`src/rtl/pds_pkg.sv`:
```
package pds_pkg;

    localparam int DATA_W = 32;
    localparam int WAIT_W = 4;

    localparam int ADDR_CTRL  = 0;
    localparam int ADDR_CFG   = 4;
    localparam int ADDR_CLAMP = 8;
    localparam int ADDR_RET   = 12;

    localparam int CTL_COLLAPSE = 0;
    localparam int CTL_HW_EN    = 1;
    localparam int CTL_OVR      = 2;
    localparam int CTL_CLK_LSB  = 12;
    localparam int CTL_FEW_LSB  = 16;
    localparam int CTL_REST_LSB = 20;
    localparam int CTL_PWR_ON   = 31;

    localparam int CFG_UP_DONE  = 16;
    localparam int CFG_DN_DONE  = 15;
    localparam int CFG_FF_RET   = 11;

    localparam int CLP_HOLD     = 0;
    localparam int CLP_AON_RST  = 4;

    localparam int RET_MEM      = 14;
    localparam int RET_PERIPH   = 13;

    typedef enum logic [2:0] {
        ST_OFF,
        ST_LAG_UP,
        ST_FEW,
        ST_REST,
        ST_ON,
        ST_LAG_DN,
        ST_CLK_WAIT
    } seq_state_e;

    typedef struct packed {
        seq_state_e st;
        logic       clk_en;
        logic       clamp;
        logic       few;
        logic       rest;
        logic       pwr_on;
        logic       up_done;
        logic       down_done;
        logic       recycle;
        logic       hw_prev;
    } seq_reg_t;

    typedef struct packed {
        logic              collapse;
        logic              hw_en;
        logic              ovr;
        logic [WAIT_W-1:0] w_clk;
        logic [WAIT_W-1:0] w_few;
        logic [WAIT_W-1:0] w_rest;
        logic              ff_ret;
        logic              clamp_hold;
        logic              aon_rst;
        logic              mem_ret;
        logic              per_ret;
    } reg_file_t;

endpackage

```
`src/rtl/pds_regs.sv`:
```
module pds_regs
    import pds_pkg::*;
#(
    parameter int ADDR_W = 4
) (
    input  logic              clk,
    input  logic              rst_n,
    input  logic              wr_i,
    input  logic [ADDR_W-1:0] addr_i,
    input  logic [DATA_W-1:0] wdata_i,
    input  logic              pwr_on_i,
    input  logic              up_done_i,
    input  logic              down_done_i,
    output reg_file_t         regs_o,
    output logic [DATA_W-1:0] rdata_o
);

    localparam logic [ADDR_W-1:0] A_CTRL  = ADDR_W'(ADDR_CTRL);
    localparam logic [ADDR_W-1:0] A_CFG   = ADDR_W'(ADDR_CFG);
    localparam logic [ADDR_W-1:0] A_CLAMP = ADDR_W'(ADDR_CLAMP);
    localparam logic [ADDR_W-1:0] A_RET   = ADDR_W'(ADDR_RET);

    reg_file_t rf_d, rf_q;
    logic      wdata_unused;

    assign wdata_unused = ^wdata_i;

    always_comb begin
        rf_d = rf_q;
        if (wr_i) begin
            case (addr_i)
                A_CTRL: begin
                    rf_d.collapse = wdata_i[CTL_COLLAPSE];
                    rf_d.hw_en    = wdata_i[CTL_HW_EN];
                    rf_d.ovr      = wdata_i[CTL_OVR];
                    rf_d.w_clk    = wdata_i[CTL_CLK_LSB +: WAIT_W];
                    rf_d.w_few    = wdata_i[CTL_FEW_LSB +: WAIT_W];
                    rf_d.w_rest   = wdata_i[CTL_REST_LSB +: WAIT_W];
                end
                A_CFG: begin
                    rf_d.ff_ret = wdata_i[CFG_FF_RET];
                end
                A_CLAMP: begin
                    rf_d.clamp_hold = wdata_i[CLP_HOLD];
                    rf_d.aon_rst    = wdata_i[CLP_AON_RST];
                end
                A_RET: begin
                    rf_d.mem_ret = wdata_i[RET_MEM];
                    rf_d.per_ret = wdata_i[RET_PERIPH];
                end
                default: ;
            endcase
        end
    end

    always_ff @(posedge clk or negedge rst_n) begin
        if (!rst_n) begin
            rf_q            <= '0;
            rf_q.collapse   <= 1'b1;
            rf_q.clamp_hold <= 1'b1;
        end else begin
            rf_q <= rf_d;
        end
    end

    always_comb begin
        rdata_o = '0;
        case (addr_i)
            A_CTRL: begin
                rdata_o[CTL_COLLAPSE]               = rf_q.collapse;
                rdata_o[CTL_HW_EN]                  = rf_q.hw_en;
                rdata_o[CTL_OVR]                    = rf_q.ovr;
                rdata_o[CTL_CLK_LSB +: WAIT_W]      = rf_q.w_clk;
                rdata_o[CTL_FEW_LSB +: WAIT_W]      = rf_q.w_few;
                rdata_o[CTL_REST_LSB +: WAIT_W]     = rf_q.w_rest;
                rdata_o[CTL_PWR_ON]                 = pwr_on_i;
            end
            A_CFG: begin
                rdata_o[CFG_UP_DONE] = up_done_i;
                rdata_o[CFG_DN_DONE] = down_done_i;
                rdata_o[CFG_FF_RET]  = rf_q.ff_ret;
            end
            A_CLAMP: begin
                rdata_o[CLP_HOLD]    = rf_q.clamp_hold;
                rdata_o[CLP_AON_RST] = rf_q.aon_rst;
            end
            A_RET: begin
                rdata_o[RET_MEM]    = rf_q.mem_ret;
                rdata_o[RET_PERIPH] = rf_q.per_ret;
            end
            default: ;
        endcase
    end

    assign regs_o = rf_q;

endmodule

```
`src/rtl/pds_wait_timer.sv`:
```
module pds_wait_timer #(
    parameter int CNT_W     = 16,
    parameter int WAIT_W    = 4,
    parameter int LAG_TICKS = 8
) (
    input  logic              clk,
    input  logic              rst_n,
    input  logic              tick_i,
    input  logic              restart_i,
    input  logic              lag_sel_i,
    input  logic [WAIT_W-1:0] exp_i,
    output logic              done_o
);

    localparam logic [CNT_W-1:0] LAG_LAST = CNT_W'(LAG_TICKS - 1);

    logic [CNT_W-1:0] cnt_d, cnt_q;
    logic [CNT_W-1:0] limit;

    always_comb begin
        if (lag_sel_i) begin
            limit = LAG_LAST;
        end else begin
            limit = (CNT_W'(1) << exp_i) - CNT_W'(1);
        end
        done_o = tick_i && (cnt_q == limit);
        if (restart_i || done_o) begin
            cnt_d = '0;
        end else if (tick_i) begin
            cnt_d = cnt_q + CNT_W'(1);
        end else begin
            cnt_d = cnt_q;
        end
    end

    always_ff @(posedge clk or negedge rst_n) begin
        if (!rst_n) begin
            cnt_q <= '0;
        end else begin
            cnt_q <= cnt_d;
        end
    end

endmodule

```
`src/rtl/pds_seq_fsm.sv`:
```
module pds_seq_fsm
    import pds_pkg::*;
(
    input  logic              clk,
    input  logic              rst_n,
    input  logic              sw_collapse_i,
    input  logic              hw_en_i,
    input  logic              hw_collapse_i,
    input  logic              ovr_i,
    input  logic [WAIT_W-1:0] w_clk_i,
    input  logic [WAIT_W-1:0] w_few_i,
    input  logic [WAIT_W-1:0] w_rest_i,
    input  logic              tdone_i,
    output logic              restart_o,
    output logic              lag_sel_o,
    output logic [WAIT_W-1:0] exp_o,
    output logic              clk_en_o,
    output logic              clamp_o,
    output logic              few_o,
    output logic              rest_o,
    output logic              pwr_on_o,
    output logic              up_done_o,
    output logic              down_done_o
);

    seq_reg_t s_d, s_q;
    logic     col;
    logic     toggle_live;
    logic     go_down;

    always_comb begin
        col         = hw_en_i ? hw_collapse_i : sw_collapse_i;
        toggle_live = (hw_en_i != s_q.hw_prev) && (s_q.st != ST_OFF);
        go_down     = col || s_q.recycle || toggle_live;

        s_d         = s_q;
        s_d.hw_prev = hw_en_i;
        if (toggle_live) begin
            s_d.recycle = 1'b1;
        end

        if (ovr_i) begin
            s_d.recycle = 1'b0;
            if (col) begin
                s_d.st        = ST_OFF;
                s_d.clk_en    = 1'b0;
                s_d.clamp     = 1'b1;
                s_d.few       = 1'b0;
                s_d.rest      = 1'b0;
                s_d.pwr_on    = 1'b0;
                s_d.up_done   = 1'b0;
                s_d.down_done = 1'b1;
            end else begin
                s_d.st        = ST_ON;
                s_d.clk_en    = 1'b1;
                s_d.clamp     = 1'b0;
                s_d.few       = 1'b1;
                s_d.rest      = 1'b1;
                s_d.pwr_on    = 1'b1;
                s_d.up_done   = 1'b1;
                s_d.down_done = 1'b0;
            end
        end else begin
            case (s_q.st)
                ST_OFF: begin
                    if (!col) begin
                        s_d.st = ST_LAG_UP;
                    end
                end
                ST_LAG_UP: begin
                    if (col) begin
                        s_d.st = ST_OFF;
                    end else if (tdone_i) begin
                        s_d.st        = ST_FEW;
                        s_d.few       = 1'b1;
                        s_d.up_done   = 1'b0;
                        s_d.down_done = 1'b0;
                    end
                end
                ST_FEW: begin
                    if (tdone_i) begin
                        s_d.st   = ST_REST;
                        s_d.rest = 1'b1;
                    end
                end
                ST_REST: begin
                    if (tdone_i) begin
                        s_d.st      = ST_ON;
                        s_d.clamp   = 1'b0;
                        s_d.clk_en  = 1'b1;
                        s_d.pwr_on  = 1'b1;
                        s_d.up_done = 1'b1;
                    end
                end
                ST_ON: begin
                    if (go_down) begin
                        s_d.st = ST_LAG_DN;
                    end
                end
                ST_LAG_DN: begin
                    if (!go_down) begin
                        s_d.st = ST_ON;
                    end else if (tdone_i) begin
                        s_d.st        = ST_CLK_WAIT;
                        s_d.clk_en    = 1'b0;
                        s_d.up_done   = 1'b0;
                        s_d.down_done = 1'b0;
                    end
                end
                ST_CLK_WAIT: begin
                    if (tdone_i) begin
                        s_d.st        = ST_OFF;
                        s_d.clamp     = 1'b1;
                        s_d.few       = 1'b0;
                        s_d.rest      = 1'b0;
                        s_d.pwr_on    = 1'b0;
                        s_d.down_done = 1'b1;
                        s_d.recycle   = 1'b0;
                    end
                end
                default: begin
                    s_d.st = ST_OFF;
                end
            endcase
        end

        restart_o = (s_d.st != s_q.st);
        lag_sel_o = (s_q.st == ST_LAG_UP) || (s_q.st == ST_LAG_DN);
        case (s_q.st)
            ST_FEW:  exp_o = w_few_i;
            ST_REST: exp_o = w_rest_i;
            default: exp_o = w_clk_i;
        endcase
    end

    always_ff @(posedge clk or negedge rst_n) begin
        if (!rst_n) begin
            s_q           <= '0;
            s_q.st        <= ST_OFF;
            s_q.clamp     <= 1'b1;
            s_q.down_done <= 1'b1;
        end else begin
            s_q <= s_d;
        end
    end

    assign clk_en_o    = s_q.clk_en;
    assign clamp_o     = s_q.clamp;
    assign few_o       = s_q.few;
    assign rest_o      = s_q.rest;
    assign pwr_on_o    = s_q.pwr_on;
    assign up_done_o   = s_q.up_done;
    assign down_done_o = s_q.down_done;

endmodule

```
`src/rtl/pds_headswitch_seq.sv`:
```
module pds_headswitch_seq
    import pds_pkg::*;
#(
    parameter int ADDR_W    = 4,
    parameter int LAG_TICKS = 8
) (
    input  logic              clk,
    input  logic              rst_n,
    input  logic              ref_tick_i,
    input  logic              hw_collapse_i,
    input  logic              bus_wr_i,
    input  logic [ADDR_W-1:0] bus_addr_i,
    input  logic [DATA_W-1:0] bus_wdata_i,
    output logic [DATA_W-1:0] bus_rdata_o,
    output logic              clk_en_o,
    output logic              io_clamp_o,
    output logic              sw_few_o,
    output logic              sw_rest_o,
    output logic              aon_rst_o,
    output logic              ff_retain_o,
    output logic              mem_retain_o,
    output logic              periph_retain_o
);

    localparam int CNT_W = 2 ** WAIT_W;

    reg_file_t         cfg_q;
    logic              seq_clk_en;
    logic              seq_clamp;
    logic              seq_few;
    logic              seq_rest;
    logic              seq_pwr_on;
    logic              seq_up;
    logic              seq_dn;
    logic              t_restart;
    logic              t_lag_sel;
    logic [WAIT_W-1:0] t_exp;
    logic              t_done;

    pds_regs #(
        .ADDR_W (ADDR_W)
    ) u_regs (
        .clk         (clk),
        .rst_n       (rst_n),
        .wr_i        (bus_wr_i),
        .addr_i      (bus_addr_i),
        .wdata_i     (bus_wdata_i),
        .pwr_on_i    (seq_pwr_on),
        .up_done_i   (seq_up),
        .down_done_i (seq_dn),
        .regs_o      (cfg_q),
        .rdata_o     (bus_rdata_o)
    );

    pds_wait_timer #(
        .CNT_W     (CNT_W),
        .WAIT_W    (WAIT_W),
        .LAG_TICKS (LAG_TICKS)
    ) u_timer (
        .clk       (clk),
        .rst_n     (rst_n),
        .tick_i    (ref_tick_i),
        .restart_i (t_restart),
        .lag_sel_i (t_lag_sel),
        .exp_i     (t_exp),
        .done_o    (t_done)
    );

    pds_seq_fsm u_fsm (
        .clk           (clk),
        .rst_n         (rst_n),
        .sw_collapse_i (cfg_q.collapse),
        .hw_en_i       (cfg_q.hw_en),
        .hw_collapse_i (hw_collapse_i),
        .ovr_i         (cfg_q.ovr),
        .w_clk_i       (cfg_q.w_clk),
        .w_few_i       (cfg_q.w_few),
        .w_rest_i      (cfg_q.w_rest),
        .tdone_i       (t_done),
        .restart_o     (t_restart),
        .lag_sel_o     (t_lag_sel),
        .exp_o         (t_exp),
        .clk_en_o      (seq_clk_en),
        .clamp_o       (seq_clamp),
        .few_o         (seq_few),
        .rest_o        (seq_rest),
        .pwr_on_o      (seq_pwr_on),
        .up_done_o     (seq_up),
        .down_done_o   (seq_dn)
    );

    assign clk_en_o        = seq_clk_en;
    assign io_clamp_o      = seq_clamp | cfg_q.clamp_hold;
    assign sw_few_o        = seq_few;
    assign sw_rest_o       = seq_rest;
    assign aon_rst_o       = cfg_q.aon_rst;
    assign ff_retain_o     = cfg_q.ff_ret;
    assign mem_retain_o    = cfg_q.mem_ret;
    assign periph_retain_o = cfg_q.per_ret;

endmodule

```
`config.mk`:
```
export PLATFORM = sky130hd
export DESIGN_NAME = pds_headswitch_seq
export DESIGN_NICKNAME = d
export VERILOG_FILES = /design/src/rtl/pds_pkg.sv /design/src/rtl/pds_regs.sv /design/src/rtl/pds_wait_timer.sv /design/src/rtl/pds_seq_fsm.sv /design/src/rtl/pds_headswitch_seq.sv
export SDC_FILE = /design/constraint.sdc
export NUM_CORES = 1
export LEC_CHECK = 0
export BUFFER_PORTS_ARGS = -buffer_cell sky130_fd_sc_hd__buf_2
export CAP_MARGIN = 20
export CORE_MARGIN = 2
export CORE_UTILIZATION = 55
export CTS_CLUSTER_DIAMETER = 40
export DETAILED_ROUTE_END_ITERATION = 8
export GPL_TIMING_DRIVEN = 0
export HOLD_SLACK_MARGIN = 0.05
export PLACE_DENSITY = 0.93
export SLEW_MARGIN = 20
export SYNTH_ARGS = -nofsm -noshare
export SYNTH_HDL_FRONTEND = slang
export SYNTH_SLANG_ARGS = --single-unit
```
`constraint.sdc`:
```
create_clock -name clk -period 12.6 [get_ports clk]
set_input_delay 2.52 -clock clk [delete_from_list [all_inputs] [get_ports clk]]
set_output_delay 2.52 -clock clk [all_outputs]
set_load 0.1 [all_outputs]
```
After elaboration in Yosys (flattened, before gate mapping)
Index checks and enable logic that the tools add are counted.
Word-level totals
  output and inout port bits: 40
  input port bits: 41
  flip-flop bits (word level): 48
  logic and storage cells: 115
Cells by class
  equality and inequality tests: 19
  bitwise logic cells: 1
  reduce and logical (&&, ||, !) cells: 26
  shift operators: 1
  muxes and demuxes: 44
  $add $sub $neg: 2
Operators by type and width (count)
  16-bit 2-to-1 mux: 3
  3-bit 2-to-1 mux: 7
  3-bit case mux with 7 select lines: 1
  3-bit != test, second input constant: 6
  16-bit by 1-bit adder with 16-bit output, second input constant: 1
  16-bit == test: 1
  4-bit AND reduction: 4
  1-bit by 4-bit << shifter with 16-bit output, first input constant: 1
  16-bit by 2-bit subtractor with 16-bit output, second input constant: 1
  3-bit nonzero test: 5
  2-bit 2-to-1 mux: 6
  1-bit case mux with 2 select lines: 6
  11-bit 2-to-1 mux: 1
  1-bit 2-to-1 mux: 10
  10-bit 2-to-1 mux: 1
  3-bit == test, second input constant: 3
  4-bit == test, second input constant: 2
  4-bit 2-to-1 mux: 2
  2-bit case mux with 2 select lines: 2
  4-bit case mux with 2 select lines: 1
  2-bit AND reduction: 4
  4-bit nonzero test: 2
  7-bit 2-to-1 mux: 1
  3-bit by 2-bit == test with 1-bit output, second input constant: 2
  other kinds (14): 20

Logic depth before layout (Yosys ltp)
  depth in word-level cells: 14
  mapped depth: 18
  depth with buffers taken out: 14

Modules after synthesis
A second synthesis with hierarchy kept.
Second synthesis, totals
  cells, all modules: 378
  area total of the unflattened synthesis: 3555.9 um^2
By module, submodules not included
  pds_wait_timer: cells each 201, area each 1662.8 um^2, sequential area each 400.4 um^2, times used 1
  pds_regs: cells each 84, area each 1088.5 um^2, sequential area each 503.0 um^2, times used 1
  pds_seq_fsm: cells each 92, area each 798.3 um^2, sequential area each 302.8 um^2, times used 1
  pds_headswitch_seq: cells each 1, area each 6.3 um^2, sequential area each 0.0 um^2, times used 1

Worst setup path after synthesis
OpenSTA, ideal clock, no wires.
  path kind: input to output
  start: input bus_addr_i[1]
  end: output bus_rdata_o[12]
  buffers on the path: 1
  slack: 5.826 ns
  required time: 10.080 ns
  cell stages on the path: 3
  arrival: 4.254 ns
  path through: nor4_1 > clkbuf_1 > and2_1
On the way
  cells in the longest elaborated chain, start to end: 2
Ends and longest elaborated chain
  from (decl): RTL line pds_headswitch_seq.sv:12  | input logic [ADDR_W-1:0] bus_addr_i,
  4-bit zero test: RTL line pds_regs.sv:68  | case (addr_i)
  1-bit 2-to-1 mux: RTL line pds_regs.sv:68
  to (decl): RTL line pds_headswitch_seq.sv:14  | output logic [DATA_W-1:0] bus_rdata_o,
No other way between the ends.

Final worst setup path
  start: input bus_addr_i[1]
  end: output bus_rdata_o[18]
On the way
  cells in the longest elaborated chain, start to end: 2
Ends and longest elaborated chain (RTL line)
  4-bit zero test: pds_regs.sv:68
  7-bit 2-to-1 mux: pds_regs.sv:68
No other way between the ends.

==> out/metrics.cfg <==
[power_and_ir_drop]
vdd.ir_drop.worst_v=0.0001505
totalPowerFinal_uw=745.8
power-per-cell-area_nw_per_um2=178.5
p_leak_uw=0.001821

[timing]
worst-slew-pin-transition_ns=0.7590
hold_viol_final=0
totalNegativeSetupSlack_ns=0
finalSetupViolations=0
unrepaired_setup_endpoints_after_global_routing=false
layout_min_cycle_time_ns=6.881
timing.slew.headroom_pct=48.98
clock_skew_ns=0.01200
finalMaxSlewViolations=0
max_freq_mhz=145.3
final.period_utilization_pct=54.61

[critical_path]
worst-path-max-fanout=10
cp.required_ns=10.08
cp.arrival_ns=4.36
worstSetupStartpointType=input pin
start_of_the_worst_register_to_register_path=u_fsm.s_q[10]$_DFF_PN0_
r2r_cells=17
reg2reg_to=u_fsm.few_o$_DFFE_PN0P_
setup.reg_to_reg.worst_slack_ns=7.64
timing_worst_setup_path_type=in2out
critical_path.endpoint_type=output pin

[logic_synthesis]
count_of_yosys_warnings_during_synthesis=0
yosysMostFrequentCell=sky130_fd_sc_hd__dfrtp_1
synthesis.area_um2=3677
netlist_top_cells_area=sky130_fd_sc_hd__dfrtp_1, sky130_fd_sc_hd__mux2_2, sky130_fd_sc_hd__nor2_1
post-synth-top-area-fraction_pct=29.94
synth.yosys.seq_area_share_pct=32.80
number_of_enable_flip_flop_cells_after_synthesis=0
postSynthAreaPerCell_um2=9.381
async_reset_ff_share_pct=100.0
number_of_distinct_library_cells_after_synthesis=76
synth.largest_area_cell=sky130_fd_sc_hd__dfrtp_1
postSynthCellCount=392
ys_seq_elements=48
synth_top_cells_by_count=sky130_fd_sc_hd__dfrtp_1, sky130_fd_sc_hd__nor2_1, sky130_fd_sc_hd__nand2_1
dominantRegCellSynth=sky130_fd_sc_hd__dfrtp_1

[floorplan]
die-height_um=85.77
core_region_area_um2=6422
pin_count=81
die_area_um2=7356
die-width_um=85.77
initial_utilization_pct=57.26
standard_cell_row_count=29

[global_route]
track_usage_pct=26.40
grt_remaining_overflow=0
largest_net_degree_at_the_start_of_global_routing=49
grt_first_pass_wirelength_um=15660
initial_antenna_violation_count=0
vias_in_the_first_global_route=3276

[cts]
clkTransAtPathRegs_ns=0.09
clock_tree.buffer_depth=2
ctsHoldBuffers=0
cts_made_buffers=5
clk_root_buffer_cell=sky130_fd_sc_hd__clkbuf_8
clock_tree_from_tritoncts=yes
resized_cells_post_cts=0
clock_insertion_delay_worst_skew_ns=0.31
post-cts-setup-buffers=0
htreeDepth=2
cts_num_sinks=48

[finish]
areaGrowthSynthToFinish_pct=13.64
layout.nets=505
seq_area_um2=1206
n_fill_cell=508
multi_input_comb_area_um2=2241
layout-drive-gt1-share_pct=30.45
antenna_cells_inserted=0

[worst_hold_path]
hold_path_sink=u_fsm.s_q[0]$_DFF_PN0_
worst_hold_startpoint=u_regs.regs_o[18]$_DFFE_PN0P_
hold_class=reg2reg
timing.hold.worst_path_depth=0

[routing]
detail_route.vias_per_cell=6.263
drc=1
wl_per_cell_um=17.81
dr_total_vias=3382
dr.pass1.iters=9
post_detailed_routing_wire_length_um=9617
route.antenna.remaining_nets=0
drt_iter0_markers=352

[placed_design]
buffer_ports.inserted=50
gp_congestion=1.002
place.detailed.hpwl_um=7049

[run_status]
violations=design-rule violations
run_status=finished, violations left

[job]
cap_viol_max_count=0

==> power by group <==
part           total (µW)  internal, µW  switching (µW)
logic                 425           140             285
clock network        98.0          44.5            53.5
registers             222           190            32.9
==> area by class of cell <==
class,instances,area share [%]
Multi-Input combinational cell,309,53.62
Timing Repair Buffer,50,6.048
Clock inverter,2,0.3593
Buffer,36,5.748
Inverter,12,1.078
Sequential cell,48,28.86
Tap cell,77,2.305
Clock buffer,6,1.976
==> per-layer routing <==
metal	track usage (%)	wire, µm
met1	32.58	3698
met2	44.89	4812
met3	5.390	803
met4	11.26	302
met5	0	0
==> layout by cell type, fill, tap and decap left out, drive strengths merged, types with 3 or more instances in the layout <==
master,count
xnor2,9
o211ai,7
and2,15
and3,8
a22o,6
nand3,16
clkbuf,18
a31o,4
a2111oi,7
dfstp,4
xor2,11
nor4,8
or2,6
mux2i,8
buf,74
inv,11
a21oi,16
conb,14
o31ai,3
nand2,26
nand2b,4
mux2,28
nor3,9
nor4b,3
o21ai,9
dfrtp,44
nand4,8
or3,6
nor2b,6
nor2,33
==> stage by stage <==
stage	utilization (%)	hold WS, ns	instance area, µm²	setup slack [ns]	instances
CTS	64.93	0.4883	4170	5.402	540
floorplan	-	0.4366	3726	5.826	405
global route	65.07	0.5047	4179	5.654	540
global placement	63.41	0.4536	4073	5.460	532
finish	65.07	0.4864	4179	5.719	540
detailed placement	63.41	0.4675	4073	5.404	532
==> cells by family after synthesis <==
group / count (synthesis) / share of synthesized area (%)
other: 1 / 0.1020
buffers and inverters: 48 / 7.757
flip-flops: 48 / 32.80
AND/OR/NAND/NOR: 158 / 24.91
XOR/XNOR: 20 / 4.764
AO/OA/AOI/OAI: 79 / 16.94
adder cells (fa/ha/maj): 2 / 0.6804
multiplexers: 36 / 12.05
==> worst max-delay path, stage by stage <==
cell and delay (ns):
sky130_fd_sc_hd__buf_2 0.11, sky130_fd_sc_hd__nor4_2 0.69, sky130_fd_sc_hd__clkbuf_1 0.41, sky130_fd_sc_hd__and2_1 0.20, sky130_fd_sc_hd__buf_2 0.43
==> how the worst max path moves through the flow <==
stage                            to     startpoint  slack, ns
finish              bus_rdata_o[18]  bus_addr_i[1]       5.72
global placement    bus_rdata_o[20]  bus_addr_i[1]       5.46
detailed placement  bus_rdata_o[18]  bus_addr_i[1]       5.40
floorplan           bus_rdata_o[12]  bus_addr_i[1]       5.83
CTS                 bus_rdata_o[18]  bus_addr_i[1]       5.40
global route        bus_rdata_o[20]  bus_addr_i[1]       5.65
==> sequential cells by signal, summed over array words and instances, names as in the netlist <==
| name | count |
|---|---|
| u_fsm.few_o | 1 |
| u_regs.regs_o | 20 |
| u_fsm.down_done_o | 1 |
| u_fsm.clamp_o | 1 |
| u_timer.cnt_q | 16 |
| u_fsm.up_done_o | 1 |
| u_fsm.s_q | 5 |
| u_fsm.pwr_on_o | 1 |
| u_fsm.rest_o | 1 |
| u_fsm.clk_en_o | 1 |
No activity file was read; power rests on OpenSTA's default activity.
